$ cat src/rtl/qfs_pkg.sv
package qfs_pkg;
  localparam int unsigned NUM_PH = 4;
  localparam int unsigned PH_Q1 = 0;
  localparam int unsigned PH_Q2 = 1;
  localparam int unsigned PH_Q3 = 2;
  localparam int unsigned PH_Q4 = 3;
  typedef logic [NUM_PH-1:0] phase_t;
endpackage

$ cat src/rtl/qfs_phase_gen.sv
module qfs_phase_gen
  import qfs_pkg::*;
(
  input  logic   clk_i,
  input  logic   rst_ni,
  output phase_t strobe_o
);
  phase_t strobe_q;

  // zero in reset, so the first edge after release enters Q1
  always_ff @(posedge clk_i or negedge rst_ni) begin
    if (!rst_ni) strobe_q <= '0;
    else if (strobe_q == '0) strobe_q <= phase_t'(1);
    else strobe_q <= {strobe_q[NUM_PH-2:0], strobe_q[NUM_PH-1]};
  end

  assign strobe_o = strobe_q;
endmodule

$ cat src/rtl/qfs_pc_unit.sv
module qfs_pc_unit #(
  parameter int unsigned PC_W    = 9,
  parameter int unsigned IMPL_AW = 8,
  parameter logic [PC_W-1:0] RESET_VEC = '0
) (
  input  logic            clk_i,
  input  logic            rst_ni,
  input  logic            q1_end_i,
  input  logic            hold_i,
  input  logic            load_i,
  input  logic [PC_W-1:0] tgt_i,
  output logic [PC_W-1:0] pc_o
);
  localparam logic [PC_W-1:0] AMASK = {PC_W{1'b1}} >> (PC_W - IMPL_AW);

  logic [PC_W-1:0] pc_q, pc_d;

  always_comb begin
    if (hold_i)      pc_d = pc_q;
    else if (load_i) pc_d = tgt_i & AMASK;
    else             pc_d = (pc_q + PC_W'(1)) & AMASK;
  end

  always_ff @(posedge clk_i or negedge rst_ni) begin
    if (!rst_ni)       pc_q <= RESET_VEC & AMASK;
    else if (q1_end_i) pc_q <= pc_d;
  end

  assign pc_o = pc_q;
endmodule

$ cat src/rtl/qfs_fetch_pipe.sv
module qfs_fetch_pipe
  import qfs_pkg::*;
#(
  parameter int unsigned PC_W   = 9,
  parameter int unsigned INSN_W = 12,
  parameter logic [INSN_W-1:0] NOP = '0
) (
  input  logic              clk_i,
  input  logic              rst_ni,
  input  phase_t            strobe_i,
  input  logic [INSN_W-1:0] rdata_i,
  input  logic              br_req_i,
  input  logic [PC_W-1:0]   br_tgt_i,
  output logic [INSN_W-1:0] ir_o,
  output logic              ir_valid_o,
  output logic              boot_o,
  output logic              redirect_o,
  output logic [PC_W-1:0]   redirect_tgt_o
);
  logic [INSN_W-1:0] fetch_q, ir_q;
  logic              valid_q, boot_q, pend_q;
  logic [PC_W-1:0]   tgt_q;
  logic              kill;

  assign kill = boot_q | pend_q;

  always_ff @(posedge clk_i or negedge rst_ni) begin
    if (!rst_ni) begin
      fetch_q <= NOP;
      ir_q    <= NOP;
      valid_q <= 1'b0;
      boot_q  <= 1'b1;
      pend_q  <= 1'b0;
      tgt_q   <= '0;
    end else begin
      if (strobe_i[PH_Q4]) begin
        fetch_q <= rdata_i;
        // only a live execute slot may redirect
        if (br_req_i && valid_q) begin
          pend_q <= 1'b1;
          tgt_q  <= br_tgt_i;
        end
      end
      if (strobe_i[PH_Q1]) begin
        ir_q    <= kill ? NOP : fetch_q;
        valid_q <= ~kill;
        boot_q  <= 1'b0;
        pend_q  <= 1'b0;
      end
    end
  end

  assign ir_o           = ir_q;
  assign ir_valid_o     = valid_q;
  assign boot_o         = boot_q;
  assign redirect_o     = pend_q;
  assign redirect_tgt_o = tgt_q;
endmodule

$ cat src/rtl/qfs_fetch_seq.sv
module qfs_fetch_seq
  import qfs_pkg::*;
#(
  parameter int unsigned PC_W    = 9,
  parameter int unsigned IMPL_AW = 8,
  parameter int unsigned INSN_W  = 12
) (
  input  logic              clk_i,
  input  logic              rst_ni,
  output logic [PC_W-1:0]   imem_addr_o,
  input  logic [INSN_W-1:0] imem_rdata_i,
  input  logic              branch_req_i,
  input  logic [PC_W-1:0]   branch_tgt_i,
  output logic [3:0]        phase_o,
  output logic [INSN_W-1:0] ir_o,
  output logic              ir_valid_o,
  output logic              dmem_re_o,
  output logic              dmem_we_o
);
  phase_t          strobe;
  logic            boot, redirect;
  logic [PC_W-1:0] redirect_tgt;

  qfs_phase_gen u_phase (
    .clk_i    (clk_i),
    .rst_ni   (rst_ni),
    .strobe_o (strobe)
  );

  qfs_pc_unit #(.PC_W(PC_W), .IMPL_AW(IMPL_AW)) u_pc (
    .clk_i    (clk_i),
    .rst_ni   (rst_ni),
    .q1_end_i (strobe[PH_Q1]),
    .hold_i   (boot),
    .load_i   (redirect),
    .tgt_i    (redirect_tgt),
    .pc_o     (imem_addr_o)
  );

  qfs_fetch_pipe #(.PC_W(PC_W), .INSN_W(INSN_W)) u_pipe (
    .clk_i          (clk_i),
    .rst_ni         (rst_ni),
    .strobe_i       (strobe),
    .rdata_i        (imem_rdata_i),
    .br_req_i       (branch_req_i),
    .br_tgt_i       (branch_tgt_i),
    .ir_o           (ir_o),
    .ir_valid_o     (ir_valid_o),
    .boot_o         (boot),
    .redirect_o     (redirect),
    .redirect_tgt_o (redirect_tgt)
  );

  assign phase_o   = strobe;
  assign dmem_re_o = strobe[PH_Q2] & ir_valid_o;
  assign dmem_we_o = strobe[PH_Q4] & ir_valid_o;
endmodule

$ cat config.mk
export PLATFORM = sky130hd
export DESIGN_NAME = qfs_fetch_seq
export DESIGN_NICKNAME = d
export VERILOG_FILES = /design/src/rtl/qfs_pkg.sv /design/src/rtl/qfs_phase_gen.sv /design/src/rtl/qfs_pc_unit.sv /design/src/rtl/qfs_fetch_pipe.sv /design/src/rtl/qfs_fetch_seq.sv
export SDC_FILE = /design/constraint.sdc
export NUM_CORES = 1
export LEC_CHECK = 0
export CORE_MARGIN = 2
export CORE_UTILIZATION = 47
export DETAILED_ROUTE_END_ITERATION = 8
export PLACE_DENSITY_LB_ADDON = 0.08
export SETUP_SLACK_MARGIN = 0.2
export SYNTH_ARGS = -nofsm -noshare
export SYNTH_HDL_FRONTEND = slang
export SYNTH_SLANG_ARGS = --single-unit
$ cat constraint.sdc
create_clock -name clk_i -period 1.5 [get_ports clk_i]
set_input_delay 0.3 -clock clk_i [delete_from_list [all_inputs] [get_ports clk_i]]
set_output_delay 0.3 -clock clk_i [all_outputs]
set_load 0.01 [all_outputs]
==> qor.log, run 1 <==
INFO  run_status     run_status=complete, no violations
INFO  place          dpl_worst_slack=0.0801ns
INFO  sta            timing.final.crit_period=1.33ns
INFO  yosys          post-synth-top-area-fraction=0.597
INFO  critical_path  regToRegStartpoint=u_pc.pc_o[1]
INFO  drt            routed_wirelength=4270microns
INFO  global_routing first_global_vias=1408
INFO  power_and_ir_drop power_frac_clock=0.293
INFO  clocking       clock_path_buffers=2
INFO  clocking       numCtsBuffers=5
INFO  critical_path  crit_path_end_kind=flop
INFO  sta            setup-violations-final=0
INFO  power_and_ir_drop seqPwrFrac=0.483
INFO  critical_path  timing.rr.end=u_pc.pc_o[6]
INFO  yosys          postSynthAreaPerCell=12.9squm
INFO  finish         finish.net_count=248
INFO  yosys          cells_after_synth=149
INFO  die            io-pin-count=52
INFO  global_routing grtUsageTotal=0.203
INFO  yosys          area_of_the_mapped_netlist=1930squm
INFO  yosys          synth.largest_area_cell=sky130_fd_sc_hd__dfrtp_1
INFO  critical_path  worstSetupStartpointType=flop
INFO  drt            drt_drc_violations_left=0
INFO  yosys          ys_seq_area_frac=0.611
INFO  critical_path  crit_start=u_pc.pc_o[1]
INFO  power_and_ir_drop irDropWorstVdd=0.000632V
INFO  drt            dr.first_iter.drc_count=86
INFO  drt            num_vias=1450
INFO  yosys          postSynth.topFlopCell=sky130_fd_sc_hd__dfrtp_1
INFO  clocking       clk_pin_slew_worst_paths=0.09ns
INFO  clocking       tritoncts=yes
INFO  clocking       number_of_h_tree_levels=2
INFO  critical_path  critical_path_cell_list=buf_6 -> ha_4 -> and3_4 -> a311oi_2 -> a211oi_2
INFO  global_routing global_route.overflow_total=0
INFO  clocking       worstSkewPairLatency=0.30ns
INFO  critical_path  critical_path.max_fanout=6
INFO  critical_path  timing.reg2reg.setup_slack=0.17ns
INFO  power_and_ir_drop p_switching=776uW
INFO  global_routing grt_first_pass_wirelength=6760microns
INFO  power_and_ir_drop switching_share=0.254
INFO  critical_path  worst_path_largest_cell_delay=0.42ns
INFO  power_and_ir_drop power.static_leakage=1.27nW
INFO  place          gp_routability_congestion=0.726
INFO  drt            detail_route.wl_per_cell=15.6microns
INFO  power_and_ir_drop power_report.internal_total=2.28mW
INFO  critical_path  critical_path_required=1.67ns
INFO  place          port_buffers=49
INFO  yosys          yosys_warnings=0
INFO  sta            post-route-period-util=0.889
INFO  power_and_ir_drop portion_of_total_power_attributed_to_combinational_logic=0.224
INFO  finish         antenna_fix_cells=0
INFO  die            num_rows=23
INFO  die            die_area=4630squm
INFO  place          dp_hpwl=2720microns
INFO  clocking       cts_root_buffer=sky130_fd_sc_hd__clkbuf_8
INFO  place          placed_cells_incl_taps=241
INFO  yosys          synth_enable_flop_cells=0
INFO  yosys          ys_top_cells_by_count=46 x sky130_fd_sc_hd__dfrtp_1, 21 x sky130_fd_sc_hd__mux2_2, 13 x sky130_fd_sc_hd__a22o_1
INFO  yosys          synthesis.nets=174
INFO  die            core_region_area=3970squm
INFO  place          placed_area=2460squm
INFO  sta            grt_setup_unrepaired=yes
INFO  power_and_ir_drop powerDensity=1100nW/um^2
INFO  drt            antenna_violating_nets_post_route=0
INFO  sta            totalNegativeSetupSlack=0ns
INFO  clocking       cts.sinks=47
INFO  min_path       hold_class=reg2reg
INFO  sta            finalHoldViolations=0
INFO  sta            finalMaxSlewViolations=0
INFO  die            die-width=68.1microns
INFO  finish         post_layout_inst_area=2780squm
INFO  die            die-height=68.1microns
INFO  critical_path  timing.reg2reg.worst_path_depth=5
INFO  flow_run       max_cap_violations=0
INFO  drt            viasPerCell=5.29
INFO  die            floorplan.initialDensity=0.486
INFO  yosys          synth.most_common_cell=sky130_fd_sc_hd__dfrtp_1
INFO  sta            timing.fmax=750MHz
INFO  drt            firstDrtPassIters=4
INFO  finish         area_delta_synth_final=44.1%
INFO  yosys          synth.lib_cells_used.distinct=38
INFO  yosys          synth.ff_latch_count=47
INFO  finish         final_cell_count_no_fill=274
INFO  critical_path  timing.setup.critical_path_class=reg2reg
INFO  power_and_ir_drop power=3.06mW
INFO  global_routing pin_count_of_the_biggest_net_entering_global_routing=48
INFO  finish         drive_gt1_frac=0.353
INFO  yosys          ys_async_sr_fraction=1.00
INFO  critical_path  critical_path.endpoint=u_pc.pc_o[6]
INFO  critical_path  worstPathArrival=1.50ns
INFO  sta            skew=0.0120ns
INFO  critical_path  timing.critical_path.slowest_stage_cell=sky130_fd_sc_hd__dfrtp_2
INFO  sta            finalWorstSetupSlack=0.166ns
INFO  global_routing number_of_antenna_violations_at_the_first_check_in_global_routing=0
INFO  yosys          post_synth_main_area_contributors=sky130_fd_sc_hd__dfrtp_1 60%, sky130_fd_sc_hd__mux2_2 12%, sky130_fd_sc_hd__a22o_1 5.9%
[per-layer routing]
metal	GRT usage	wire [microns]	part of all wire
met3	0.0691	191	0.045
met4	0.0675	23	0.0054
met2	0.352	2400	0.56
met5	0	0	0
met1	0.236	1650	0.39
[area by class of cell]
class                           instances  area [sq um]
Inverter                                3          11.3
Tap cell                               50          62.6
Clock inverter                          1          30.0
Fill cell                             296          1190
Sequential cell                        47          1190
Clock buffer                            7          76.3
Timing Repair Buffer                   78           697
Multi-Input combinational cell         88           716
[sequential cells by signal (all words and copies together) (netlist names)]
register and cells:
u_pipe.fetch_q 12, u_pipe.ir_o 12, u_pc.pc_o 8, u_pipe.redirect_tgt_o 8, u_phase.strobe_o 4, u_pipe.boot_o 1, u_pipe.ir_valid_o 1, u_pipe.redirect_o 1
[worst max-delay path: cells and delay by family, from the launching register on]
family                   cells  cell delay [ns]
AND/OR/NAND/NOR              1             0.15
buffers and inverters        1             0.13
adder cells (fa/ha/maj)      1             0.16
AO/OA/AOI/OAI                2             0.33
flip-flops                   1             0.42
[cell families after synthesis]
group / Yosys count / synth area share
compound gates: 33 / 0.122
fa+ha+maj: 1 / 0.00649
flops: 47 / 0.611
other cells: 1 / 0.00194
mux: 22 / 0.128
simple gates: 31 / 0.0954
buf+inv: 14 / 0.0357
[through the flow]
stage	hold WS, ns	utilization
5_1_grt	0.425	0.700
3_3_place_gp	0.296	0.620
4_1_cts	0.413	0.676
3_5_place_dp	0.302	0.620
6_report	0.413	0.700
2_1_floorplan	0.00441	-
[layout by cell type, fill, tap and decap left out, types with 3 or more instances in the layout]
cell,n
sky130_fd_sc_hd__dfrtp_1,39
sky130_fd_sc_hd__buf_4,23
sky130_fd_sc_hd__mux2_2,21
sky130_fd_sc_hd__clkdlybuf4s50_1,21
sky130_fd_sc_hd__clkdlybuf4s15_1,17
sky130_fd_sc_hd__a22o_1,13
sky130_fd_sc_hd__o21ai_0,8
sky130_fd_sc_hd__dfrtp_2,7
sky130_fd_sc_hd__clkbuf_2,6
sky130_fd_sc_hd__nor2_1,5
sky130_fd_sc_hd__nand2_1,5
sky130_fd_sc_hd__clkbuf_8,5
sky130_fd_sc_hd__buf_6,5
sky130_fd_sc_hd__nand3_1,4
sky130_fd_sc_hd__a21oi_1,4
sky130_fd_sc_hd__inv_1,3
[worst min-delay path by stage]
stage	endpoint	cells after the start	start
2_1_floorplan	u_pc.pc_o[0]	0	rst_ni
3_3_place_gp	u_pipe.redirect_tgt_o[5]	2	rst_ni
3_5_place_dp	u_pipe.redirect_tgt_o[4]	2	rst_ni
4_1_cts	u_phase.strobe_o[3]	0	u_phase.strobe_o[2]
5_1_grt	u_phase.strobe_o[3]	0	u_phase.strobe_o[2]
6_report	u_phase.strobe_o[3]	0	u_phase.strobe_o[2]
[power by group through the flow]
stage | Clock, mW | Sequential (mW) | Combinational [mW]
2_1_floorplan | 0 | 1.55 | 0.194
3_3_place_gp | 0 | 1.54 | 0.472
3_5_place_dp | 0 | 1.55 | 0.491
4_1_cts | 0.922 | 1.48 | 0.646
5_1_grt | 0.996 | 1.49 | 0.762
6_report | 0.896 | 1.47 | 0.685
[what timing repair did]
action                                  in CTS  in global routing
pin swaps                                    2                  5
endpoints found under the setup margin      31                 33
endpoints found under the hold margin       46                  0
setup buffers                               13                 11
gates resized for setup                     53                 27
hold buffers                                 1                  0
Power figures use the tool's default switching activity.
==> run 2, diff against run 1 <==
TNS_END_PERCENT = 100   (was not set)
==> results of run 2 <==
No change in the layout: final DEF, timing and power equal those of run 1.
==> run 3, diff against run 2 <==
CELL_PAD_IN_SITES_DETAIL_PLACEMENT = 0   (was not set)
CELL_PAD_IN_SITES_GLOBAL_PLACEMENT = 1   (was not set)
CORE_UTILIZATION = 37   (was 47)
RECOVER_POWER = 25   (was not set)
==> qor.log, run 3 (synthesized netlist as in run 1, its figures left out) <==
INFO  sta            worstMarginPinSlew=0.633ns
INFO  sta            setup-violations-final=0 [unchanged]
INFO  critical_path  critical_path.max_fanout=4 [was 6]
INFO  die            die-width=76.2microns [was 68.1 microns]
INFO  power_and_ir_drop irDropWorstVdd=0.000581V [was 0.000632 V]
INFO  drt            routed_wirelength=4500microns [was 4270 microns]
INFO  sta            grt_setup_unrepaired=yes [unchanged]
INFO  finish         area_delta_synth_final=53.2% [was 44.1%]
INFO  die            num_rows=26 [was 23]
INFO  clocking       clk_pin_slew_worst_paths=0.09ns [about the same]
INFO  flow_run       max_cap_violations=0 [unchanged]
INFO  finish         final_common_cell=sky130_fd_sc_hd__dfrtp_1 [unchanged]
INFO  power_and_ir_drop power_frac_clock=0.301 [was 0.293]
INFO  sta            timing.fmax=717MHz [was 750 MHz]
INFO  global_routing grtUsageTotal=0.167 [was 0.203]
INFO  clocking       tritoncts=yes [unchanged]
INFO  clocking       cts.sinks=47 [unchanged]
INFO  place          gp_routability_congestion=0.782 [was 0.726]
INFO  power_and_ir_drop power.static_leakage=1.34nW [was 1.27 nW]
INFO  sta            finalMaxSlewViolations=0 [unchanged]
INFO  finish         finish.net_count=255 [was 248]
INFO  die            die-height=76.2microns [was 68.1 microns]
INFO  finish         footprint_of_the_multi_input_gates=761squm [was 716 sq um]
INFO  drt            antenna_violating_nets_post_route=0 [unchanged]
INFO  sta            skew=0.00379ns [was 0.0120 ns]
INFO  sta            totalNegativeSetupSlack=0ns [unchanged]
INFO  min_path       hold_class=reg2reg [unchanged]
INFO  drt            viasPerCell=4.86 [was 5.29]
INFO  die            floorplan.initialDensity=0.380 [was 0.486]
INFO  drt            num_vias=1462 [was 1450]
INFO  global_routing pin_count_of_the_biggest_net_entering_global_routing=48 [unchanged]
INFO  power_and_ir_drop power_report.internal_total=2.40mW [was 2.28 mW]
INFO  die            core_region_area=5070squm [was 3970 sq um]
INFO  clocking       numCtsBuffers=5 [unchanged]
INFO  drt            detail_route.wl_per_cell=14.9microns [was 15.6 microns]
INFO  finish         antenna_fix_cells=0 [unchanged]
INFO  clocking       number_of_h_tree_levels=2 [unchanged]
INFO  global_routing number_of_antenna_violations_at_the_first_check_in_global_routing=0 [unchanged]
INFO  finish         num-fill-cells=441 [was 296]
INFO  power_and_ir_drop portion_of_total_power_attributed_to_combinational_logic=0.241 [was 0.224]
INFO  drt            dr.first_iter.drc_count=77 [was 86]
INFO  global_routing global_route.overflow_total=0 [unchanged]
INFO  clocking       clock_path_buffers=2 [unchanged]
INFO  sta            finalHoldViolations=0 [unchanged]
INFO  run_status     run_status=complete, no violations [unchanged]
INFO  sta            worst_slew_margin_rel=0.578
INFO  place          dp_hpwl=2870microns [was 2720 microns]
INFO  power_and_ir_drop switching_share=0.257 [was 0.254]
INFO  sta            post-route-period-util=0.930 [was 0.889]
INFO  finish         final_cell_count_no_fill=301 [was 274]
INFO  die            die_area=5800squm [was 4630 sq um]
INFO  sta            timing.final.crit_period=1.40ns [was 1.33 ns]
INFO  critical_path  worstPathArrival=1.58ns [was 1.50 ns]
INFO  place          port_buffers=49 [unchanged]
INFO  finish         drive_gt1_frac=0.372 [was 0.353]
INFO  power_and_ir_drop powerDensity=1090nW/um^2 [was 1100 nW/um^2]
INFO  die            io-pin-count=52 [unchanged]
INFO  critical_path  worstSetupStartpointType=flop [unchanged]
INFO  clocking       cts_root_buffer=sky130_fd_sc_hd__clkbuf_8 [unchanged]
INFO  finish         most-common-layout-cells=42 x sky130_fd_sc_hd__dfrtp_1, 25 x sky130_fd_sc_hd__buf_4, 21 x sky130_fd_sc_hd__clkdlybuf4s50_1 [was 39 x sky130_fd_sc_hd__dfrtp_1, 23 x sky130_fd_sc_hd__buf_4, 21 x sky130_fd_sc_hd__mux2_2, 21 x sky130_fd_sc_hd__clkdlybuf4s50_1, 17 x sky130_fd_sc_hd__clkdlybuf4s15_1]
INFO  critical_path  timing.setup.critical_path_class=reg2reg [unchanged]
INFO  power_and_ir_drop seqPwrFrac=0.458 [was 0.483]
INFO  power_and_ir_drop p_switching=829uW [was 776 uW]
INFO  global_routing grt_first_pass_wirelength=7680microns [was 6760 microns]
INFO  clocking       worstSkewPairLatency=0.29ns [was 0.30 ns]
INFO  finish         sequential_cell_area=1180squm [was 1190 sq um]
INFO  critical_path  critical_path_required=1.68ns [was 1.67 ns]
INFO  critical_path  crit_path_end_kind=flop [unchanged]
INFO  drt            drt_drc_violations_left=0 [unchanged]
INFO  place          placed_cells_incl_taps=262 [was 241]
INFO  global_routing first_global_vias=1572 [was 1408]
INFO  drt            firstDrtPassIters=4 [unchanged]
==> run 3: changes by cell type in the layout (fill, tap and decap cells not counted), moves of 3 or more <==
cell                              previous run  this run
sky130_fd_sc_hd__mux2_4                      0         5
sky130_fd_sc_hd__dfrtp_2                     7         4
sky130_fd_sc_hd__mux2_2                     21        16
sky130_fd_sc_hd__clkdlybuf4s15_1            17        20
sky130_fd_sc_hd__buf_6                       5         9
sky130_fd_sc_hd__clkbuf_2                    6         1
sky130_fd_sc_hd__dfrtp_1                    39        42
==> run 3: routing by layer <==
layer	vias to the layer above	wire [microns]	global-route usage
met5	-	0	0
met4	0	57	0.0564
met3	5	185	0.0427
met2	31	2460	0.304
met1	730	1800	0.192
li1	696	-	-
==> run 3: area by class of cell <==
class,count,share of cell area
clock buffers,6,0.0280
flip-flops and latches,47,0.400
multi-input cells,88,0.258
clock inverters,2,0.0131
inverters,3,0.00381
well taps,70,0.0296
repair buffers,85,0.268
==> run 3: critical path, stage by stage (launching register included) <==
cell and delay (ns):
sky130_fd_sc_hd__dfrtp_1 0.41, sky130_fd_sc_hd__buf_6 0.12, sky130_fd_sc_hd__and2_4 0.15, sky130_fd_sc_hd__buf_6 0.12, sky130_fd_sc_hd__nand2_8 0.07, sky130_fd_sc_hd__buf_4 0.11
sky130_fd_sc_hd__mux2_2 0.32
==> run 3: stage by stage <==
step	utilization	instance area [sq um]	hold slack, ns	setup WS, ns	power, mW
floorplan	-	1930	0.00441	0.204	1.75
global placement	0.492	2490	0.298	0.0900	2.04
detailed placement	0.492	2490	0.302	0.0722	2.08
CTS	0.559	2840	0.489	0.00668	3.19
global route	0.582	2950	0.527	0.0553	3.42
finish	0.582	2950	0.502	0.105	3.23
==> run 3: timing repair <==
item	in CTS	in global routing
buffers inserted	22	8
hold buffers	1	0
gates resized for setup	60	33
hold endpoints to repair	46	0
pin swaps	2	3
setup endpoints to repair	36	40
==> run 3: power by group through the flow <==
stage	clock network [mW]	registers [mW]	logic, mW
6_report	0.971	1.48	0.778
3_3_place_gp	0	1.53	0.510
3_5_place_dp	0	1.55	0.528
5_1_grt	1.08	1.50	0.845
2_1_floorplan	0	1.55	0.194
4_1_cts	1.01	1.47	0.707
==> run 3: path summary, 6_finish.rpt <==
path	from	endpoint	slack, ns	depth (start not counted)
max	u_pipe.ir_valid_o	u_pipe.redirect_tgt_o[7]	0.10	6
max reg2reg	u_pipe.ir_valid_o	u_pipe.redirect_tgt_o[7]	0.10	6
min	u_pipe.fetch_q[8]	u_pipe.ir_o[8]	0.50	1
max in group asynchronous	rst_ni	u_pc.pc_o[1]	0.38	3
min in group asynchronous	rst_ni	u_pipe.redirect_tgt_o[5]	0.67	3
min reg2reg	u_pipe.fetch_q[8]	u_pipe.ir_o[8]	0.50	1
